--- src/rtl/dram_ctrl_pkg.sv ---
package dram_ctrl_pkg;

    typedef enum logic [3:0] {
        ST_INIT_WAIT,
        ST_REF_CAS,
        ST_REF_RAS,
        ST_PRECHARGE,
        ST_IDLE,
        ST_ROW,
        ST_COL,
        ST_CAS
    } ctrl_state_e;

    localparam int unsigned INIT_REFRESHES = 8;

    // An empty byte-enable mask is treated as a full-word access.
    function automatic logic [1:0] effective_lanes(input logic [1:0] be);
        return (be == 2'b00) ? 2'b11 : be;
    endfunction

endpackage

--- src/rtl/dram_wait_counter.sv ---
module dram_wait_counter #(
    parameter int CNT_W     = 16,
    parameter int RESET_VAL = 0
) (
    input  logic             clk,
    input  logic             rst_n,
    input  logic             load,
    input  logic [CNT_W-1:0] load_val,
    output logic             done
);

    logic [CNT_W-1:0] cnt_q;

    always_ff @(posedge clk) begin
        if (!rst_n) begin
            cnt_q <= CNT_W'(RESET_VAL);
        end else if (load) begin
            cnt_q <= load_val;
        end else if (cnt_q != '0) begin
            cnt_q <= cnt_q - 1'b1;
        end
    end

    assign done = (cnt_q == '0);

endmodule

--- src/rtl/dram_refresh_timer.sv ---
module dram_refresh_timer #(
    parameter int PERIOD = 1560
) (
    input  logic clk,
    input  logic rst_n,
    input  logic clear,
    output logic pending
);

    localparam int TW = (PERIOD > 1) ? $clog2(PERIOD) : 1;
    localparam logic [TW-1:0] LAST = TW'(PERIOD - 1);

    logic [TW-1:0] tick_q;
    logic          wrap;

    assign wrap = (tick_q == LAST);

    always_ff @(posedge clk) begin
        if (!rst_n) begin
            tick_q  <= '0;
            pending <= 1'b0;
        end else begin
            tick_q <= wrap ? '0 : tick_q + 1'b1;
            if (wrap) begin
                pending <= 1'b1;
            end else if (clear) begin
                pending <= 1'b0;
            end
        end
    end

endmodule

--- src/rtl/dram_dq_path.sv ---
module dram_dq_path #(
    parameter int DATA_W = 16,
    parameter int LANES  = 2
) (
    input  logic              clk,
    input  logic              rst_n,
    input  logic              load,
    input  logic [DATA_W-1:0] wdata_in,
    input  logic [LANES-1:0]  lanes_in,
    input  logic              drive,
    input  logic              capture,
    input  logic [DATA_W-1:0] rd_in,
    output logic [LANES-1:0]  lanes,
    output logic [DATA_W-1:0] dq_out,
    output logic [LANES-1:0]  dq_oe,
    output logic              rsp_valid,
    output logic [DATA_W-1:0] rsp_rdata
);

    localparam int LANE_W = DATA_W / LANES;

    logic [DATA_W-1:0] wdata_q;

    always_ff @(posedge clk) begin
        if (!rst_n) begin
            wdata_q   <= '0;
            lanes     <= '0;
            rsp_valid <= 1'b0;
        end else begin
            rsp_valid <= capture;
            if (load) begin
                wdata_q <= wdata_in;
                lanes   <= lanes_in;
            end
        end
    end

    assign dq_out = wdata_q;

    for (genvar g = 0; g < LANES; g++) begin : g_lane
        assign dq_oe[g] = drive & lanes[g];

        always_ff @(posedge clk) begin
            if (!rst_n) begin
                rsp_rdata[g*LANE_W +: LANE_W] <= '0;
            end else if (capture) begin
                rsp_rdata[g*LANE_W +: LANE_W] <= lanes[g] ? rd_in[g*LANE_W +: LANE_W] : '0;
            end
        end
    end

endmodule

--- src/rtl/dram_byte_ctrl.sv ---
module dram_byte_ctrl
    import dram_ctrl_pkg::*;
#(
    parameter int ROW_W      = 10,
    parameter int COL_W      = 10,
    parameter int DATA_W     = 16,
    parameter int T_INIT     = 40000,
    parameter int REF_PERIOD = 1560,
    parameter int T_RP       = 10,
    parameter int T_RAH      = 2,
    parameter int T_WCS      = 2,
    parameter int T_CAC      = 4,
    parameter int T_CSR      = 2,
    parameter int T_REF_RAS  = 12,
    localparam int ADDR_W    = ROW_W + COL_W,
    localparam int MUX_W     = (ROW_W > COL_W) ? ROW_W : COL_W
) (
    input  logic              clk,
    input  logic              rst_n,
    input  logic              req_valid,
    output logic              req_ready,
    input  logic              req_write,
    input  logic [ADDR_W-1:0] req_addr,
    input  logic [1:0]        req_be,
    input  logic [DATA_W-1:0] req_wdata,
    output logic              rsp_valid,
    output logic [DATA_W-1:0] rsp_rdata,
    output logic [MUX_W-1:0]  dram_addr,
    output logic              dram_ras_n,
    output logic              dram_lcas_n,
    output logic              dram_ucas_n,
    output logic              dram_we_n,
    output logic              dram_oe_n,
    output logic [DATA_W-1:0] dram_dq_out,
    output logic [1:0]        dram_dq_oe,
    input  logic [DATA_W-1:0] dram_dq_in
);

    localparam int LANES  = 2;
    localparam int CNT_W  = $clog2(T_INIT + 1);
    localparam int IREF_W = $clog2(INIT_REFRESHES + 1);
    localparam logic [CNT_W-1:0] LD_CSR  = CNT_W'(T_CSR - 1);
    localparam logic [CNT_W-1:0] LD_RREF = CNT_W'(T_REF_RAS - 1);
    localparam logic [CNT_W-1:0] LD_RP   = CNT_W'(T_RP - 1);
    localparam logic [CNT_W-1:0] LD_RAH  = CNT_W'(T_RAH - 1);
    localparam logic [CNT_W-1:0] LD_WCS  = CNT_W'(T_WCS - 1);
    localparam logic [CNT_W-1:0] LD_CAC  = CNT_W'(T_CAC - 1);
    localparam logic [IREF_W-1:0] IREF_ALL = IREF_W'(INIT_REFRESHES);

    ctrl_state_e state_q, state_d;

    logic             wait_done, wait_load;
    logic [CNT_W-1:0] wait_val;
    logic             ref_pending, ref_clear;
    logic             accept, capture, drive, init_step;
    logic [IREF_W-1:0] init_refs_q;
    logic [ROW_W-1:0] row_q;
    logic [COL_W-1:0] col_q;
    logic             write_q;
    logic [LANES-1:0] lanes;

    dram_wait_counter #(
        .CNT_W     (CNT_W),
        .RESET_VAL (T_INIT - 1)
    ) i_wait (
        .clk      (clk),
        .rst_n    (rst_n),
        .load     (wait_load),
        .load_val (wait_val),
        .done     (wait_done)
    );

    dram_refresh_timer #(
        .PERIOD (REF_PERIOD)
    ) i_refresh (
        .clk     (clk),
        .rst_n   (rst_n),
        .clear   (ref_clear),
        .pending (ref_pending)
    );

    dram_dq_path #(
        .DATA_W (DATA_W),
        .LANES  (LANES)
    ) i_dq (
        .clk       (clk),
        .rst_n     (rst_n),
        .load      (accept),
        .wdata_in  (req_wdata),
        .lanes_in  (effective_lanes(req_be)),
        .drive     (drive),
        .capture   (capture),
        .rd_in     (dram_dq_in),
        .lanes     (lanes),
        .dq_out    (dram_dq_out),
        .dq_oe     (dram_dq_oe),
        .rsp_valid (rsp_valid),
        .rsp_rdata (rsp_rdata)
    );

    // State register and captured request
    always_ff @(posedge clk) begin
        if (!rst_n) begin
            state_q     <= ST_INIT_WAIT;
            init_refs_q <= '0;
            row_q       <= '0;
            col_q       <= '0;
            write_q     <= 1'b0;
        end else begin
            state_q <= state_d;
            if (init_step) begin
                init_refs_q <= init_refs_q + 1'b1;
            end
            if (accept) begin
                row_q   <= req_addr[ADDR_W-1:COL_W];
                col_q   <= req_addr[COL_W-1:0];
                write_q <= req_write;
            end
        end
    end

    // Transitions
    always_comb begin
        state_d   = state_q;
        wait_load = 1'b0;
        wait_val  = '0;
        ref_clear = 1'b0;
        accept    = 1'b0;
        capture   = 1'b0;
        init_step = 1'b0;
        unique case (state_q)
            ST_INIT_WAIT: begin
                if (wait_done) begin
                    state_d   = ST_REF_CAS;
                    wait_load = 1'b1;
                    wait_val  = LD_CSR;
                    ref_clear = 1'b1;
                end
            end
            ST_REF_CAS: begin
                if (wait_done) begin
                    state_d   = ST_REF_RAS;
                    wait_load = 1'b1;
                    wait_val  = LD_RREF;
                end
            end
            ST_REF_RAS: begin
                if (wait_done) begin
                    state_d   = ST_PRECHARGE;
                    wait_load = 1'b1;
                    wait_val  = LD_RP;
                    init_step = (init_refs_q < IREF_ALL);
                end
            end
            ST_PRECHARGE: begin
                if (wait_done) begin
                    if (init_refs_q < IREF_ALL) begin
                        state_d   = ST_REF_CAS;
                        wait_load = 1'b1;
                        wait_val  = LD_CSR;
                        ref_clear = 1'b1;
                    end else begin
                        state_d = ST_IDLE;
                    end
                end
            end
            ST_IDLE: begin
                if (ref_pending) begin
                    state_d   = ST_REF_CAS;
                    wait_load = 1'b1;
                    wait_val  = LD_CSR;
                    ref_clear = 1'b1;
                end else if (req_valid) begin
                    state_d   = ST_ROW;
                    wait_load = 1'b1;
                    wait_val  = LD_RAH;
                    accept    = 1'b1;
                end
            end
            ST_ROW: begin
                if (wait_done) begin
                    state_d   = ST_COL;
                    wait_load = 1'b1;
                    wait_val  = LD_WCS;
                end
            end
            ST_COL: begin
                if (wait_done) begin
                    state_d   = ST_CAS;
                    wait_load = 1'b1;
                    wait_val  = LD_CAC;
                end
            end
            ST_CAS: begin
                if (wait_done) begin
                    state_d   = ST_PRECHARGE;
                    wait_load = 1'b1;
                    wait_val  = LD_RP;
                    capture   = !write_q;
                end
            end
            default: state_d = ST_INIT_WAIT;
        endcase
    end

    // Outputs decoded from the state
    always_comb begin
        dram_ras_n  = 1'b1;
        dram_lcas_n = 1'b1;
        dram_ucas_n = 1'b1;
        dram_we_n   = 1'b1;
        dram_oe_n   = 1'b1;
        dram_addr   = '0;
        drive       = 1'b0;
        req_ready   = 1'b0;
        unique case (state_q)
            ST_REF_CAS: begin
                dram_lcas_n = 1'b0;
                dram_ucas_n = 1'b0;
            end
            ST_REF_RAS: begin
                dram_ras_n  = 1'b0;
                dram_lcas_n = 1'b0;
                dram_ucas_n = 1'b0;
            end
            ST_IDLE: begin
                req_ready = !ref_pending;
            end
            ST_ROW: begin
                dram_ras_n = 1'b0;
                dram_addr  = MUX_W'(row_q);
            end
            ST_COL: begin
                dram_ras_n = 1'b0;
                dram_addr  = MUX_W'(col_q);
                dram_we_n  = !write_q;
                drive      = write_q;
            end
            ST_CAS: begin
                dram_ras_n  = 1'b0;
                dram_addr   = MUX_W'(col_q);
                dram_lcas_n = !lanes[0];
                dram_ucas_n = !lanes[1];
                dram_we_n   = !write_q;
                dram_oe_n   = write_q;
                drive       = write_q;
            end
            default: begin
            end
        endcase
    end

endmodule

--- config.mk ---
export PLATFORM = sky130hd
export DESIGN_NAME = dram_byte_ctrl
export DESIGN_NICKNAME = d
export VERILOG_FILES = /design/src/rtl/dram_ctrl_pkg.sv /design/src/rtl/dram_wait_counter.sv /design/src/rtl/dram_refresh_timer.sv /design/src/rtl/dram_dq_path.sv /design/src/rtl/dram_byte_ctrl.sv
export SDC_FILE = /design/constraint.sdc
export NUM_CORES = 1
export LEC_CHECK = 0
export ABC_AREA = 0
export BUFFER_PORTS_ARGS = -buffer_cell sky130_fd_sc_hd__buf_2
export CORE_MARGIN = 8
export CORE_UTILIZATION = 54
export CTS_BUF_LIST = sky130_fd_sc_hd__clkbuf_16
export DETAILED_ROUTE_END_ITERATION = 12
export PLACE_DENSITY_LB_ADDON = 0.15
export SYNTH_ARGS = -nofsm -noshare
export SYNTH_HDL_FRONTEND = slang
export SYNTH_HIERARCHICAL = 1
export SYNTH_SLANG_ARGS = --single-unit
--- constraint.sdc ---
create_clock -name clk -period 6.2 [get_ports clk]
set_input_delay 0.31 -clock clk [delete_from_list [all_inputs] [get_ports clk]]
set_output_delay 0.31 -clock clk [all_outputs]
set_load 0.01 [all_outputs]
======== Yosys cells after proc, flatten, opt, wreduce, memory -nomap -nowiden ========
Cells that the tools add are included.
word-level totals
  bits in registers ....................... 92
  latch bits .............................. 0
  RAM bits ................................ 0
  memory bits (read-only) ................. 0
  input bits .............................. 58
  output and inout bits ................... 51
  logic and storage cells ................. 101
  memories kept ........................... 0
cells by class
  add/sub/neg operators ................... 3
  $mul .................................... 0
  div/mod/pow operators ................... 0
  $lt $le $gt $ge ......................... 1
  equality and inequality tests ........... 15
  shift operators ......................... 0
  mux-type cells .......................... 48
  bitwise logic cells ..................... 3
  reduce and logical (&&, ||, !) cells .... 18
operators with widths
  cell                   number
  $mux 4                 10
  $mux 16                2
  $pmux 4 s7             1
  $mux 1                 24
  $pmux 4 s6             1
  $pmux 10 s2            1
  $eq 4x3->1 const B     4
  $logic_not 16->1       1
  $mux 8                 2
  $reduce_bool 16->1     1
  $sub 16x1->16 const B  1
  $ne 2x1->1 const B     6
  $add 11x1->11 const B  1
  $eq 11x11->1 const B   1
  $reduce_or 2->1        5
  $eq 4x2->1 const B     2
  $reduce_and 7->1       1
  $pmux 1 s3             2
  $reduce_or 6->1        1
  $add 4x1->4 const B    1
  $eq 4x1->1 const B     1
  $logic_not 1->1        4
  $logic_not 4->1        1
  $lt 4x4->1 const B     1
  9 further kinds        13

======== Longest topological paths before layout ========
Gate-level depths: netlist of the first run.
  depth after elaboration ................. 6
  gate-level depth with buffers ........... 12
  depth with buffers taken out ............ 11

======== Cells and area by module ========
The synthesis of the first run kept the hierarchy.
by module, submodules not included
  module              times used  cells an instance  area an instance (µm²)  sequential area each (µm²)
  dram_byte_ctrl      1           186                1555.2                  560.5
  dram_dq_path        1           134                1370.1                  700.7
  dram_wait_counter   1           117                962.2                   320.3
  dram_refresh_timer  1           58                 556.8                   240.2

======== Worst setup path after synthesis of the first run ========
No wires, ideal clock.
  path kind ............................... reg-to-reg
  start point ............................. register i_wait.cnt_q[0]
  end point ............................... register i_wait.cnt_q[5]
  library setup time ...................... 86 ps
  arrival ................................. 2668 ps
  data required time ...................... 6114 ps
  path slack .............................. 3446 ps
  stages on the path, launching flop included .. 13
  buffers on the path ..................... 2
  period minus slack after synthesis ...... 2754 ps
  path through ............................ dfxtp_1 -> inv_1 -> ha_1 -> nor3b_1 -> nand2_1 -> nor4_1 -> buf_2 -> a21oi_1 -> nor3_1 -> clkbuf_1 -> nand3b_1 -> o22ai_1 -> a211oi_1
on the way
  longest elaborated chain between the ends .. 4
  elaborated cells between the ends (all ways) .. 9
  classes of those cells .................. add/sub: 1; mux: 5; reduce/logical: 3
RTL lines
  element                                       RTL line                 RTL
  start: declaration                            dram_wait_counter.sv:12  logic [CNT_W-1:0] cnt_q;
  start signal: assignment                      dram_wait_counter.sv:16  cnt_q <= CNT_W'(RESET_VAL);
  start signal: assignment                      dram_wait_counter.sv:18  cnt_q <= load_val;
  start signal: assignment                      dram_wait_counter.sv:20  cnt_q <= cnt_q - 1'b1;
  $logic_not 16->1 (*)                          dram_wait_counter.sv:24  assign done = (cnt_q == '0);
  net wait_done                                 dram_byte_ctrl.sv:52     logic wait_done, wait_load;
  $mux 1, on equally long branches              -
  $pmux 1 s3 (*)                                dram_byte_ctrl.sv:131    unique case (state_q)
  net wait_load                                 dram_byte_ctrl.sv:52
  $mux 16 or $reduce_bool 2->1 (tied branches)  -
Mark *: on every way through the listed nets, which the timed path passes. The rest lies on a longest branch. The select of a mux whose other input is x is not followed.
A chain may end at the register's enable or synchronous reset.

======== Worst setup path in the final report of the first run ========
Same ends and word-level chain as after synthesis.

==> reports/qor.csv, run 1 <==
metric,value,unit
status,"finished, final reports clean",
grt_usage,0.184,
wl_per_cell,14.6,um
finalCritPeriodShare,0.453,
clk_pin_slew,60,ps
cts_setup_buffers,0,
globalplace.congestion,0.852,
register_area,1820,sq um
crit_start,i_wait/cnt_q[0],
clock-skew-final,5.98,ps
finish.instance_area,5300,sq um
crit_end,i_wait/cnt_q[5],
worstMarginPinSlew,1160,ps
nets,659,
core_area,8090,sq um
finalSetupViolCount,0,
place_hpwl,7.30,mm
synth_ff_type,dfxtp_1,
hp-class,in2reg,
critical_path_class,reg2reg,
sequentialPowerShare,0.486,
worst_path_max_delay_cell,nor3b_1,
dieArea,11400,sq um
end_kind,register,
synth_warnings,6,
first_pass_iters,5,
vdd_drop_max,0.000150,V
fmax,356,MHz
cts_tree,yes,
switchingPower,255,uW
powerDensity,230,nW/um^2
cts-hold-fix-buffers,0,
cts_resized,0,
start_kind,register,
place_area,4990,sq um
antenna_found_initial,0,
synth_area_leaders,"dfxtp_1 41%, mux2i_1 9.9%, nand2_1 7.3%, nor2b_1 4.9%, nand4_1 3.1%",
clk-insertion-delay-late,340,ps
cap_viol_max_count,0,
postSynthAreaPerCell,8.98,sq um
syn_area,4440,sq um
antenna_left,0,
r2r_cells,13,
grt-ovfl-total,0,
drt_iter0_markers,253,
seq_area_frac_synth,0.410,
power_frac_comb,0.040,
cpPeakStageDelay,390,ps
drive_gt1_frac,0.249,
multiInputGateArea,2440,sq um
cts_max_path_buffers,2,
rrSetupSlack,3390,ps
final_util,0.655,
io_pins,109,
grt_setup_unrepaired,false,
drc_errors,0,
portBuffers,108,
synth_top_cell_by_area,dfxtp_1,
p_leak,2.16,nW
synth_top_area_frac,0.410,
vias,3832,
die_y,107,um
wl,10.3,mm
period_needed,2810,ps
die_w,107,um
cts_buffers,9,
slew_violations,0,
initial_utilization,0.549,
yosys_register_bits,91,
max-slew-margin-rel,0.227,
critical_path_arrival,3060,ps
crit_fanout,25,
cts.sink_count,91,
pwr-share-clk,0.474,
htree_levels,3,
tns,0,ps
finalHoldViolations,0,
grt_max_degree,118,
cp.required,6450,ps
r2r_start,i_wait/cnt_q[0],
swShare,0.209,
via_per_inst,5.42,
grt_pass1_vias,3669,
netlist_instances,495,
fin_total_pwr,1.22,mW
synth_edf_count,0,
core.rowCount,33,
antenna_cells,0,
syn_to_final_growth,19.3,%
synth-async-reset-ratio,0,
crit_chain,"inv_1, ha_1, nor3b_1, nand2_1, nor4_1, buf_4, a21oi_1, nor3_2, buf_4, inv_1, nand2_1, o22ai_1, a211oi_1",
r2r-end,i_wait/cnt_q[5],
synth_cell_types,64,
root_buffer,clkbuf_16,
internal-power,963,uW
fill_cells,718,
grt_pass1_wl,17.3,mm
metal layers:
layer  global-route usage  vias to the layer above  wire, um
met5                    0                        -         0
met4               0.0814                        0       152
met3               0.0474                       11       695
met2                0.278                      103      4670
met1                0.240                     1777      4800
li1                     -                     1941         -
power groups by stage:
stage	clock network, mW	registers [mW]	logic [mW]
after detailed placement	0	0.605	0.0483
after global placement	0	0.605	0.0470
final	0.577	0.592	0.0486
after CTS	0.588	0.592	0.0487
after global routing	0.620	0.592	0.0546
after floorplan	0	0.604	0.0255
registers in the layout, indices dropped and copies added, names as in the netlist:
register,cells
init_refs_q,4
i_dq/lanes,2
i_refresh/tick_q,11
i_dq/dq_out,16
i_dq/rsp_valid,1
i_dq/rsp_rdata,16
row_q,10
i_refresh/pending,1
write_q,1
state_q,3
col_q,10
i_wait/cnt_q,16
final cells by class:
| cell class | count | share of cell area |
|---|---|---|
| clock buffers | 9 | 0.0425 |
| clock inverters | 7 | 0.0175 |
| inverters | 8 | 0.00566 |
| multi-input cells | 376 | 0.460 |
| flip-flops and latches | 91 | 0.343 |
| well taps | 105 | 0.0248 |
| repair buffers | 111 | 0.107 |
how the worst min path moves through the flow:
stage / start / endpoint / slack (ps) / cells after the start
3_3_place_gp: row_q[4] / row_q[4] / 440 / 2
2_1_floorplan: i_refresh/tick_q[0] / i_refresh/tick_q[0] / 430 / 1
3_5_place_dp: row_q[1] / row_q[1] / 450 / 2
4_1_cts: dram_dq_in[8] / i_dq/rsp_rdata[8] / 200 / 3
5_1_grt: dram_dq_in[0] / i_dq/rsp_rdata[0] / 210 / 3
6_report: dram_dq_in[8] / i_dq/rsp_rdata[8] / 210 / 3
synth_stat cells (all sizes together) (3+ instances only):
cell     n
nand2b   6
inv      8
buf     20
ha       4
xor2     5
nand3b  18
o21ai   12
dfxtp   91
nand3   12
nor4     9
nand4   23
clkbuf  12
or4      5
and2     5
nand4b   3
nor2    17
a21oi   15
and3     3
or3      5
a22oi   10
xnor2    4
mux2i   44
nor3     7
nor2b   35
nand2   86
critical path, delay by kind of cell (launching register included):
family / cells / cell delay (ps)
AND/OR/NAND/NOR: 5 / 1070
buffers and inverters: 4 / 710
AO/OA/AOI/OAI: 3 / 410
flip-flops: 1 / 340
adder cells (fa/ha/maj): 1 / 200
cell families after synthesis:
| group | after synthesis | share of synthesized area |
|---|---|---|
| xor gates and xnor gates | 9 | 0.0177 |
| buffers and inverters | 40 | 0.0532 |
| adders and majority gates | 4 | 0.0113 |
| other | 1 | 0.000844 |
| muxes | 45 | 0.102 |
| and+or+nand+nor | 246 | 0.316 |
| DFF | 91 | 0.410 |
| AOI/OAI and AO/OA | 59 | 0.0895 |
per-stage QoR:
step | worst slack, ps | hold slack [ps] | std cells
3_3_place_gp | 3560 | 442 | 691
3_5_place_dp | 3450 | 447 | 691
2_1_floorplan | 3450 | 433 | 507
6_report | 3390 | 210 | 707
4_1_cts | 3400 | 204 | 707
5_1_grt | 3000 | 207 | 707
layout by cell type (no fill, tap or decap), drive strengths merged, types with 3 or more instances in the layout:
master | synthesis | layout
a21oi | 15 | 15
a22oi | 10 | 10
and2 | 5 | 5
and3 | 3 | 3
buf | 20 | 111
clkbuf | 12 | 9
conb | 1 | 13
dfxtp | 91 | 91
ha | 4 | 4
inv | 8 | 10
mux2i | 44 | 44
nand2 | 86 | 86
nand2b | 6 | 6
nand3 | 12 | 12
nand3b | 18 | 18
nand4 | 23 | 23
nand4b | 3 | 3
nor2 | 17 | 17
nor2b | 35 | 35
nor3 | 7 | 7
nor4 | 9 | 9
o21ai | 12 | 12
or3 | 5 | 5
or4 | 5 | 5
xnor2 | 4 | 4
xor2 | 5 | 5
(Power assumes the default switching activity.)
==> inputs of run 2 (changes only) <==
--- a/config.mk
+++ b/config.mk
@@ -5,7 +5,7 @@
 export SDC_FILE = /design/constraint.sdc
 export NUM_CORES = 1
 export LEC_CHECK = 0
-export ABC_AREA = 0
+export ABC_AREA = 1
 export BUFFER_PORTS_ARGS = -buffer_cell sky130_fd_sc_hd__buf_2
 export CORE_MARGIN = 8
 export CORE_UTILIZATION = 54
==> constraint.sdc (replaced) <==
create_clock -name clk -period 2.7 [get_ports clk]
set_input_delay 0.135 -clock clk [delete_from_list [all_inputs] [get_ports clk]]
set_output_delay 0.135 -clock clk [all_outputs]
set_load 0.01 [all_outputs]
==> reports/qor.csv, run 2 <==
metric,value,unit,change
io_pins,109,,unchanged
finalCritPeriodShare,0.923,,+0.470
p_leak,2.31,nW,+6.9%
syn_area,4470,sq um,+0.48%
via_per_inst,5.10,,-5.9%
drive_gt1_frac,0.272,,+0.0225
max-slew-margin-rel,0.564,,+0.338
switchingPower,608,uW,+140%
power_frac_comb,0.038,,-0.002
vias,4312,,+13%
timing.final.ws_setup,208,ps,-3180 ps
synth_commonest_cells,"127 x nor2_1, 91 x dfxtp_1, 88 x nand2_1",,
synth_most_common_cell,nor2_1,,
swShare,0.215,,+0.00583
cts_max_path_buffers,2,,unchanged
clock-skew-final,5.13,ps,-0.845 ps
clk_pin_slew,70,ps,about the same
antenna_found_initial,0,,unchanged
critical_path_class,reg2reg,,
drc_errors,0,,unchanged
pwr-share-clk,0.482,,+0.008
met1_usage,0.229,,-0.0112
core.rowCount,33,,unchanged
sequentialPowerShare,0.480,,-0.006
antenna_cells,0,,unchanged
dieArea,11400,sq um,+0.40%
nets,797,,+21%
drt_iter0_markers,197,,-22%
yosys_register_bits,91,,unchanged
top_usage_layer,met2,,
finalSetupViolCount,0,,unchanged
grt_usage,0.193,,+0.00927
globalplace.congestion,0.953,,+12%
final_util,0.667,,+0.0117
synth_warnings,6,,unchanged
powerDensity,521,nW/um^2,+130%
fmax,401,MHz,+13%
fill_cells,732,,+1.9%
netlist_instances,617,,+25%
antenna_left,0,,unchanged
grt-ovfl-total,0,,unchanged
clk-insertion-delay-late,340,ps,about the same
r2r_start,i_wait/cnt_q[1],,
synth_cell_types,40,,-38%
cap_viol_max_count,0,,unchanged
synth_edf_count,0,,unchanged
wl,11.4,mm,+11%
worstHoldStart,req_wdata[14],,
cp.required,2980,ps,-3470 ps
gr-usage-met3,0.0624,,+0.0150
htree_levels,3,,unchanged
crit_fanout,7,,-72%
crit_start,i_wait/cnt_q[1],,
syn_to_final_growth,21.5,%,
synth_area_leaders,"dfxtp_1 41%, nor2_1 11%, nand2_1 7.4%, o21ai_0 6.1%, nand3_1 5.7%",,
finish.instance_area,5430,sq um,+2.3%
place_ws,-82.9,ps,-3530 ps
worstMarginPinSlew,653,ps,-508 ps
cts-hold-fix-buffers,0,,unchanged
fin_total_pwr,2.83,mW,+130%
tns,0,ps,unchanged
use_met2,0.319,,+0.0413
finalHoldViolations,0,,unchanged
synth-async-reset-ratio,0,,unchanged
period_needed,2490,ps,-319 ps
status,"finished, final reports clean",,
critical_path_arrival,2780,ps,-280 ps
synth_ff_type,dfxtp_1,,
die_w,107,um,+0.20%
initial_utilization,0.549,,about the same
core_area,8130,sq um,+0.51%
wl_per_cell,13.5,um,-7.5%
cts_buffers,9,,unchanged
die_y,107,um,+0.20%
start_kind,register,,
cts_tree,yes,,
layout_common_cells,"126 x nor2_1, 108 x buf_2, 91 x dfxtp_1",,
postSynthAreaPerCell,7.24,sq um,-19%
root_buffer,clkbuf_16,,
grt_pass1_vias,4034,,+9.9%
portBuffers,108,,unchanged
synth_top_area_frac,0.408,,-0.00195
internal-power,2.22,mW,+130%
grt_max_degree,47,,-60%
vdd_drop_max,0.000386,V,+160%
hp-class,in2reg,,
final_common_cell,nor2_1,,
synth_top_cell_by_area,dfxtp_1,,
cts.sink_count,91,,unchanged
place_area,5030,sq um,+0.90%
end_kind,register,,
seq_area_frac_synth,0.408,,-0.00195
slew_violations,0,,unchanged
grt_pass1_wl,18.4,mm,+6.0%
first_pass_iters,4,,-1
place_hpwl,8.15,mm,+12%
-- run 2: changes by cell type after synthesis, moves of 10 or more --
cell and delta:
a21oi_2 +10, a22oi_1 -10, inv_1 +41, mux2i_1 -44
nand2_2 +15, nand3_1 +39, nand3b_1 -18, nand4_1 -13
nor2_1 +110, nor2_2 +12, nor2b_1 -34, o21ai_0 +42
o21ai_1 +13
-- run 2: stage by stage --
step	std cells	hold slack (ps)
6_report	845	14.6
3_5_place_dp	823	362
2_1_floorplan	629	211
4_1_cts	839	8.03
5_1_grt	845	27.2
3_3_place_gp	823	357
-- run 2: worst paths after layout --
| path | endpoint | slack, ps | cells after the start |
|---|---|---|---|
| hold / removal | i_dq/dq_out[14] | 10 | 3 |
| setup / recovery | i_wait/cnt_q[12] | 210 | 17 |
| setup reg to reg | i_wait/cnt_q[12] | 210 | 17 |
| hold reg to reg | i_dq/rsp_rdata[11] | 470 | 2 |
-- run 2: final cells by class --
class,instances,area [sq um],area share
Timing Repair Buffer,119,623,0.115
Tap cell,105,131,0.0242
Inverter,56,219,0.0404
Clock inverter,7,100,0.0184
Sequential cell,91,1820,0.336
Multi-Input combinational cell,457,2300,0.424
Timing Repair inverter,1,5.00,0.000922
Clock buffer,9,225,0.0415
-- run 2: worst max-delay path, stage by stage (launching register included) --
cell and delay [ps]:
dfxtp_1 320, inv_1 100, ha_4 170, inv_2 50
nor2_4 130, nand3_4 110, nor2_4 120, nand2_2 70
nor2_4 130, inv_2 90, nor2_4 100, nand4_1 140
o211ai_1 230, clkinvlp_2 290, buf_4 200, nand2_1 60
nand3_1 80, nand2_1 50
-- run 2: cells by family after synthesis --
family,Yosys count,synth area share
xor+xnor,12,0.0235
buf+inv,81,0.0930
flops,91,0.408
simple gates,322,0.331
other cells,1,0.000840
fa+ha+maj,4,0.0112
compound gates,106,0.132
-- run 2: power groups by stage --
stage	combinational [mW]	clock, mW	sequential [mW]
2_1_floorplan	0.0520	0	1.39
3_3_place_gp	0.101	0	1.39
3_5_place_dp	0.103	0	1.39
4_1_cts	0.104	1.39	1.36
5_1_grt	0.119	1.44	1.36
6_report	0.107	1.36	1.36
-- run 2: metal layers --
| metal | part of all wire | wire length [um] |
|---|---|---|
| met4 | 0.019 | 214 |
| met5 | 0 | 0 |
| met2 | 0.47 | 5350 |
| met3 | 0.071 | 811 |
| met1 | 0.44 | 5040 |
-- run 2: timing repair --
action,CTS,global route
pin swaps,0,2
setup buffers,0,5
cloned,0,1
endpoints found under the setup margin,7,16
gates resized for setup,1,7
